===== src/rtl/flag_alu_pkg.sv =====
package flag_alu_pkg;

   typedef enum logic [2:0] {
      OP_ADD   = 3'b000,
      OP_SUB   = 3'b001,
      OP_AND   = 3'b010,
      OP_OR    = 3'b011,
      OP_XOR   = 3'b100,
      OP_SHIFT = 3'b101,
      OP_ROT   = 3'b110,
      OP_MOVE  = 3'b111
   } alu_op_e;

   localparam int NUM_FLAGS = 4;
   localparam int FLAG_Z    = 0;
   localparam int FLAG_V    = 1;
   localparam int FLAG_N    = 2;
   localparam int FLAG_C    = 3;

   typedef logic [NUM_FLAGS-1:0] flag_vec_t;

endpackage


===== src/rtl/flag_alu_addsub.sv =====
module flag_alu_addsub #(
   parameter int WIDTH         = 16,
   parameter bit RIPPLE_ADDER  = 1'b0
) (
   input  logic [WIDTH-1:0] a_i,
   input  logic [WIDTH-1:0] b_i,
   input  logic             sub_i,
   output logic [WIDTH-1:0] sum_o,
   output logic             carry_o,
   output logic             ovf_o
);
   localparam int MSB = WIDTH - 1;

   logic [WIDTH-1:0] b_eff;
   logic [WIDTH-1:0] sum_raw;
   logic             cout;

   assign b_eff = sub_i ? ~b_i : b_i;

   generate
      if (RIPPLE_ADDER) begin : g_ripple
         logic [WIDTH:0] chain;
         assign chain[0] = sub_i;
         for (genvar i = 0; i < WIDTH; i++) begin : g_bit
            assign sum_raw[i]  = a_i[i] ^ b_eff[i] ^ chain[i];
            assign chain[i+1]  = (a_i[i] & b_eff[i]) | (chain[i] & (a_i[i] ^ b_eff[i]));
         end
         assign cout = chain[WIDTH];
      end else begin : g_infer
         logic [WIDTH:0] wide_sum;
         assign wide_sum = {1'b0, a_i} + {1'b0, b_eff} + {{WIDTH{1'b0}}, sub_i};
         assign sum_raw  = wide_sum[WIDTH-1:0];
         assign cout     = wide_sum[WIDTH];
      end
   endgenerate

   assign sum_o   = sum_raw;
   // subtract reports a borrow, which is the inverted adder carry
   assign carry_o = sub_i ? ~cout : cout;
   assign ovf_o   = (a_i[MSB] == b_eff[MSB]) && (sum_raw[MSB] != a_i[MSB]);

   always_comb begin
      // borrow agrees with an unsigned comparison
      a_r3_borrow_is_less_than: assert (!sub_i || (carry_o == (a_i < b_i)));
      // an add can only overflow with like-signed operands
      a_r2_ovf_like_signs: assert (sub_i || !ovf_o || (a_i[MSB] == b_i[MSB]));
   end

endmodule


===== src/rtl/flag_alu_shifter.sv =====
module flag_alu_shifter #(
   parameter int WIDTH = 16
) (
   input  logic [WIDTH-1:0] a_i,
   input  logic             rotate_i,
   input  logic             right_i,
   output logic [WIDTH-1:0] res_o,
   output logic             carry_o
);
   localparam int MSB = WIDTH - 1;

   logic [WIDTH-1:0] res;
   logic             cout;

   always_comb begin
      res  = a_i;
      cout = 1'b0;
      unique case ({rotate_i, right_i})
         2'b00: begin
            res  = {a_i[MSB-1:0], 1'b0};
            cout = a_i[MSB];
         end
         2'b01: begin
            res  = {a_i[MSB], a_i[MSB:1]};
            cout = a_i[0];
         end
         2'b10: res = {a_i[MSB-1:0], a_i[MSB]};
         2'b11: res = {a_i[0], a_i[MSB:1]};
         default: res = a_i;
      endcase

      // arithmetic right shift keeps the sign bit
      a_r6_sign_kept: assert (rotate_i || !right_i || (res[MSB] == a_i[MSB]));
      // left shift fills bit 0 with zero
      a_r5_left_fill_zero: assert (rotate_i || right_i || (res[0] == 1'b0));
      // rotation preserves the number of set bits and never sets carry
      a_r7_rot_popcount: assert (!rotate_i || (($countones(res) == $countones(a_i)) && !cout));
   end

   assign res_o   = res;
   assign carry_o = cout;

endmodule


===== src/rtl/flag_alu_flags.sv =====
module flag_alu_flags
   import flag_alu_pkg::*;
#(
   parameter int WIDTH = 16
) (
   input  logic [WIDTH-1:0] result_i,
   input  logic             carry_i,
   input  logic             ovf_i,
   output flag_vec_t        flags_o
);
   always_comb begin
      flags_o         = '0;
      flags_o[FLAG_Z] = ~|result_i;
      flags_o[FLAG_V] = ovf_i;
      flags_o[FLAG_N] = result_i[WIDTH-1];
      flags_o[FLAG_C] = carry_i;
   end

endmodule


===== src/rtl/flag_alu.sv =====
module flag_alu
   import flag_alu_pkg::*;
#(
   parameter int WIDTH        = 16,
   parameter bit RIPPLE_ADDER = 1'b0
) (
   input  logic [2:0]       op_i,
   input  logic             dir_i,
   input  logic [WIDTH-1:0] a_i,
   input  logic [WIDTH-1:0] b_i,
   output logic [WIDTH-1:0] result_o,
   output logic [3:0]       flags_o
);
   localparam int MSB = WIDTH - 1;

   generate
      if (WIDTH < 2) begin : g_bad_width
         $error("flag_alu: WIDTH must be at least 2");
      end
      if (NUM_FLAGS != 4) begin : g_bad_flags
         $error("flag_alu: condition vector must have four bits");
      end
   endgenerate

   alu_op_e          op;
   logic [WIDTH-1:0] as_sum;
   logic             as_carry;
   logic             as_ovf;
   logic [WIDTH-1:0] sh_res;
   logic             sh_carry;
   logic [WIDTH-1:0] res;
   logic             carry;
   logic             ovf;
   flag_vec_t        flags;

   assign op = alu_op_e'(op_i);

   flag_alu_addsub #(
      .WIDTH        (WIDTH),
      .RIPPLE_ADDER (RIPPLE_ADDER)
   ) addsub_i (
      .a_i     (a_i),
      .b_i     (b_i),
      .sub_i   (op == OP_SUB),
      .sum_o   (as_sum),
      .carry_o (as_carry),
      .ovf_o   (as_ovf)
   );

   flag_alu_shifter #(
      .WIDTH (WIDTH)
   ) shifter_i (
      .a_i      (a_i),
      .rotate_i (op == OP_ROT),
      .right_i  (dir_i),
      .res_o    (sh_res),
      .carry_o  (sh_carry)
   );

   always_comb begin
      res   = a_i;
      carry = 1'b0;
      ovf   = 1'b0;
      unique case (op)
         OP_ADD, OP_SUB: begin
            res   = as_sum;
            carry = as_carry;
            ovf   = as_ovf;
         end
         OP_AND:   res = a_i & b_i;
         OP_OR:    res = a_i | b_i;
         OP_XOR:   res = a_i ^ b_i;
         OP_SHIFT: begin
            res   = sh_res;
            carry = sh_carry;
         end
         OP_ROT:   res = sh_res;
         OP_MOVE:  res = a_i;
         default:  res = a_i;
      endcase
   end

   flag_alu_flags #(
      .WIDTH (WIDTH)
   ) flags_i (
      .result_i (res),
      .carry_i  (carry),
      .ovf_i    (ovf),
      .flags_o  (flags)
   );

   assign result_o = res;
   assign flags_o  = flags;

   always_comb begin
      // logic operations leave carry and overflow clear
      a_r4_logic_no_cv: assert (!(op inside {OP_AND, OP_OR, OP_XOR}) ||
                                (!flags[FLAG_C] && !flags[FLAG_V]));
      // move returns the first operand with carry and overflow clear
      a_r8_move_pass: assert (op != OP_MOVE ||
                              ((res == a_i) && !flags[FLAG_C] && !flags[FLAG_V]));
      // zero and negative track the result word
      a_r9_zn_track: assert ((flags[FLAG_Z] == (res == '0)) && (flags[FLAG_N] == res[MSB]));
   end

endmodule


===== config.mk =====
export PLATFORM = sky130hd
export DESIGN_NAME = flag_alu
export DESIGN_NICKNAME = d
export VERILOG_FILES = /design/src/rtl/flag_alu_pkg.sv /design/src/rtl/flag_alu_addsub.sv /design/src/rtl/flag_alu_shifter.sv /design/src/rtl/flag_alu_flags.sv /design/src/rtl/flag_alu.sv
export SDC_FILE = /design/constraint.sdc
export NUM_CORES = 1
export LEC_CHECK = 0
export BUFFER_PORTS_ARGS = -buffer_cell sky130_fd_sc_hd__buf_2
export CAP_MARGIN = 20
export CORE_ASPECT_RATIO = 2
export CORE_MARGIN = 2
export CORE_UTILIZATION = 60
export DETAILED_ROUTE_END_ITERATION = 6
export MAX_ROUTING_LAYER = met4
export PLACE_DENSITY = 0.87
export SYNTH_ARGS = -nofsm -noshare
export SYNTH_HDL_FRONTEND = slang
export SYNTH_HIERARCHICAL = 1
export SYNTH_SLANG_ARGS = --single-unit

===== constraint.sdc =====
create_clock -name vclk -period 7.4
set_clock_uncertainty 0.15 [all_clocks]
set_input_delay 1.11 -clock vclk [all_inputs]
set_output_delay 1.11 -clock vclk [all_outputs]
set_load 0.005 [all_outputs]

* Word level (Yosys, flattened, before mapping)
Index checks and enable logic that the tools add are counted.
** Storage, ports and cells
- Register bits :: 0
- Output and inout bits :: 20
- Input bits :: 36
- Word-level logic and storage cells :: 33
** Operators by class
- Eq/ne operators :: 12
- $add $sub $neg :: 2
- Bitwise operators :: 5
- Multiplexer cells :: 7
- Reductions and logical operators :: 7
** Operators by type and width (count)
- $pmux 16 s6 :: 1
- $pmux 16 s4 :: 1
- $add 16x16->17 :: 1
- $add 17x1->17 :: 1
- $and 16x16->16 :: 1
- $mux 16 :: 1
- $not 16->16 :: 1
- $or 16x16->16 :: 1
- $reduce_or 16->1 :: 1
- $xor 16x16->16 :: 1
- $eq 3x3->1 const B :: 4
- $eq 3x2->1 const B :: 2
- $eq 2x2->1 const B :: 2
- $pmux 1 s2 :: 2
- $reduce_or 2->1 :: 2
- $eq 3x1->1 const B :: 1
- $logic_not 3->1 :: 1
- $eq 2x1->1 const B :: 1
- $logic_not 2->1 :: 1
- $mux 1 :: 2
- $eq 1x1->1 :: 1
- $logic_and 1x1->1 :: 1
- $logic_not 1->1 :: 1
- $ne 1x1->1 :: 1
- $not 1->1 :: 1

* Depth between registers and ports, before layout
- Depth after elaboration :: 7
- Mapped depth :: 20
- Mapped depth without buffers :: 15

* Hierarchy
The synthesis kept the hierarchy.
** By module, submodules not included
- flag_alu :: area each 1551.5 sq um, cells an instance 217, instances 1
- flag_alu_addsub :: area each 980.9 sq um, cells an instance 132, instances 1
- flag_alu_shifter :: area each 252.7 sq um, cells an instance 24, instances 1
- flag_alu_flags :: area each 56.3 sq um, cells an instance 8, instances 1

* Least setup slack after synthesis
Ideal clock, no wire load.
- Path kind :: input-to-output
- Start :: input port op_i[2]
- End :: output port flags_o[0]
- Slack :: 1.226 ns
- Cell stages on the path :: 19
- Arrival time :: 4.914 ns
- Required time :: 6.140 ns
- Path buffers :: 5
- Cells stage by stage :: buf_2 > or2_1 > clkbuf_1 > buf_2 > nor2_1 > buf_6 > clkbuf_1 > xor2_1 > ha_1 > nand4_1 > o221ai_2 > a31oi_4 > a211oi_1 > o221a_2 > xor2_1 > a22o_1 > a221o_1 > nor4_1 > and4_1
** Between the ends
- Cells in the longest elaborated chain, start to end :: 7
- Elaborated cells on any way between the ends :: 21
** RTL lines
- start: declaration :: RTL line flag_alu.sv:7 : input logic [2:0] op_i,
- $eq 3x1->1 * :: RTL line flag_alu.sv:44 : .sub_i (op == OP_SUB),
- $mux 16 :: RTL line flag_alu_addsub.sv:18 : assign b_eff = sub_i ? ~b_i : b_i;
- $add 16x16->17 :: RTL line flag_alu_addsub.sv:31 : assign wide_sum = {1'b0, a_i} + {1'b0, b_eff} + {{WIDTH{1'b0}}, sub_i};
- $add 17x1->17 * :: RTL line flag_alu_addsub.sv:31
- named net as_sum[13] :: RTL line flag_alu.sv:26 : logic [WIDTH-1:0] as_sum;
- $pmux 16 s6 * :: RTL line flag_alu.sv:64 : unique case (op)
- named net result_o[13] :: RTL line flag_alu.sv:11 : output logic [WIDTH-1:0] result_o,
- $reduce_or 16->1 * :: RTL line flag_alu_flags.sv:13 : flags_o[FLAG_Z] = ~|result_i;
- $logic_not 1->1 * :: RTL line flag_alu_flags.sv:13
- end: declaration :: RTL line flag_alu.sv:12 : output logic [3:0] flags_o
The timed path passes the listed nets; every way through them passes the cells marked *.

* Worst setup path after layout
- Start :: input port op_i[2]
- End :: output port flags_o[0]
** Between the ends
- Cells in the longest elaborated chain, start to end :: 7
- Elaborated cells on any way between the ends :: 21
** RTL lines (RTL line)
- $eq 3x1->1 * :: flag_alu.sv:44
- $mux 16 :: flag_alu_addsub.sv:18
- $add 16x16->17 :: flag_alu_addsub.sv:31
- $add 17x1->17 * :: flag_alu_addsub.sv:31
- named net as_sum[13] :: flag_alu.sv:26
- $pmux 16 s6 * :: flag_alu.sv:64
- $reduce_or 16->1 * :: flag_alu_flags.sv:13
- $logic_not 1->1 * :: flag_alu_flags.sv:13
Marks and branches as above.

==> results.md <==
* Status: complete, no violations
* Area overhead of the layout relative to synthesis at 6.52%
* Area share of the leading cell type in the synthesized netlist at between 20% and 30%
* Ratio of cells with drive above 1 in the final layout at between 20% and 30%
* Pin count of the biggest net entering global routing at 60
* WL per Instance at between 15 and 20 um
* Number of max-slew violations in the final report at 0
* Antenna violations before repair at 0
* Arrival time worst endpoint at a little over 5 ns
* Total negative slack at 0 ns
* Top post-synthesis cells by count: 48 x ha_1, 42 x inv_1, 24 x nand2_1, 22 x nor2_1, 22 x xor2_1
* Start-to-end type of the worst setup path: in -> out
* Maximum capacitance violations at 0
* Synth Area in Compound Gates at 27.9%
* Share of the synthesized netlist area taken by xor and xnor gates at 9.25%
* Max Fclk at 0.156 GHz
* Worst slew slack as a fraction of its limit at 49.2%
* Power density over the cells at around 84 nW/um2
* Static leakage at about 1.6 nW
* Number of buffer and inverter instances along the worst setup path at 3
* DRC violation count after routing at 0
* DIE AREA at around 5300 um2
* Yosys synthesis warning count at 6
* Dominant cell by count in the synthesized netlist: ha_1
* Slew @ Worst Pin at about 0.76 ns
* Required arrival time at the worst endpoint at around 6.1 ns
* Final-report hold violation count at 0
* Number of sequential storage elements at 0
* Highest ir drop seen on vdd at 50.4 uV
* Dominant delay contributor by cell family on the critical path: compound AO/OA/AOI/OAI gates
* Final Setup Violations at 0
* Starting density of the core at between 60% and 70%
* Flip-flop and latch area at 0 um2
* Tmin final at 6.40 ns
* DR pass1 iterations at 5
* Crit path max fanout at 15
* Post-synthesis share of cell area spent on full adders, half adders and majority gates at between 20% and 30%
* Post-route fraction of the period consumed by the critical path at ~86%
* Estimated wirelength of the detail-placed design at 6610 um
* Final WL at roughly 8500 um
* Number of global-route vias before repair at between 2000 and 3000
* Critical path cell sequence: buf_2, or2_1, nor2_2, buf_4, xor2_1, ha_1, a21o_1, a31oi_4, a211oi_1, o221a_2, xor2_1, a22o_1, a221o_1, nor4_1, and4_1, buf_2
* Fraction of synthesized area in multiplexers at 9.86%
* Total power at between 0.2 and 0.3 mW
* I/O pin count at 56
* Clock buffer count at 0
* Final #Nets at roughly 500
* Overall die width at 52.7 um
* Crit end category: output port
* Count of input and output buffers at 56
* Sum of overflow across all layers after global routing at 0
* Number of fill cells in the layout at ~440
* Die Y at 101 um
* Cell taking the most area after synthesis: ha_1
* Number of diodes at 0
* Element type at the critical path start: input port
* Synthesized-area fraction occupied by and/or/nand/nor cells at between 10% and 20%
* Min-Delay Path Class: in -> out
* Yosys cell types at 55
* Number of instances resized during post-cts repair at 0
* Top cells by area in the synthesized netlist: ha_1 21%, xor2_1 6.8%, inv_1 5.5%
* Post-synthesis cell count at about 380
* Final ANT Viol Nets at 0
* Mapped cell area at 2840 um2
* Net count of the mapped netlist at 466
* Sequential fraction of the synthesis area at 0%
* First-pass GRT wire length at ~14000 um
* Placer congestion estimate at between 0.9 and 1
* GRT Total Usage at around 33%
* Floorplan Core Area at between 4000 and 5000 um2
* Count of buffers added by post-CTS timing repair for setup at 0
* Master of the slowest instance on the critical path: or2_1
* 1st-iter DRT viols at 99
* Vias after detailed routing at 3082
* Count of hold-fix buffers inserted at cts at 0
* Combinational family with the most area after synthesis: compound AO/OA/AOI/OAI gates
* Average cell area after synthesis at about 7.5 um2
* RSZ-0062 raised after global routing: no
* Slowest Stage Delay on Critical Path at roughly 0.48 ns
* Via density per instance at ~6.6
* Total number of placement rows at 35
layout make-up:
cell class | instances | area, um2 | share of cell area (%)
Inverter | 42 | 158 | 5.21
Multi-Input combinational cell | 312 | 2490 | 82.3
Timing Repair Buffer | 60 | 310 | 10.3
Tap cell | 55 | 68.8 | 2.27
report_power, final:
group | switching [mW] | total, mW | leakage [nW] | internal, mW
combinational | 0.146 | 0.255 | 1.55 | 0.109
clock | 0 | 0 | 0 | 0
sequential | 0 | 0 | 0 | 0
total | 0.146 | 0.255 | 1.55 | 0.109
worst paths after layout:
check	from	endpoint	slack [ns]	cells past startpoint
hold / removal	a_i[0]	flags_o[3]	2.67	6
setup / recovery	op_i[2]	flags_o[0]	1.00	16
kinds of logic after synthesis:
group,Yosys count
AOI/OAI and AO/OA,108
and+or+nand+nor,101
buffers and inverters,69
adders and majority gates,49
xor gates and xnor gates,30
muxes,24
metal layers:
| metal | vias up | global-route usage, % | share of wire, % |
|---|---|---|---|
| li1 | 1447 | - | - |
| met1 | 1452 | 37.6 | 36 |
| met2 | 138 | 58.3 | 52 |
| met3 | 45 | 2.21 | 5.9 |
| met4 | 0 | 14.2 | 5.7 |
| met5 | - | - | 0 |
through the flow:
stage          util, %  cell area, um2  worst slack [ns]  instances  hold WS [ns]
2_1_floorplan        -            2840              1.23        381          2.28
3_3_place_gp      65.8            3030              1.28        469          2.66
3_5_place_dp      65.8            3030              1.04        469          2.66
4_1_cts           65.8            3030              1.03        469          2.67
5_1_grt           65.8            3030             0.822        469          2.73
6_report          65.8            3030              1.00        469          2.67
layout by cell type (no fill, tap or decap), types with 4 or more instances in the layout:
| cell type | n |
|---|---|
| buf_2 | 56 |
| ha_1 | 48 |
| inv_1 | 42 |
| nand2_1 | 24 |
| xor2_1 | 22 |
| nor2_1 | 21 |
| a21oi_1 | 16 |
| o32a_1 | 13 |
| o21ai_0 | 13 |
| nand2b_1 | 10 |
| mux2i_1 | 9 |
| o21bai_1 | 9 |
| a22oi_1 | 9 |
| mux2_2 | 9 |
| and3_1 | 8 |
| o22ai_1 | 8 |
| xnor2_1 | 8 |
| a21boi_0 | 7 |
| nand4_1 | 6 |
| a211oi_1 | 5 |
| o21ai_1 | 5 |
| nor2b_1 | 5 |
| a221oi_1 | 5 |
| nor4_1 | 5 |
| mux2_4 | 5 |
| nand3_1 | 4 |
| buf_4 | 4 |
tightest hold or removal path, stage by stage:
cell and delay [ns]:
buf_2 0.16, mux2i_1 0.14, nor2_1 0.05, nand3_1 0.07, a21oi_1 0.06, buf_2 0.12
(Power assumes the default switching activity.)
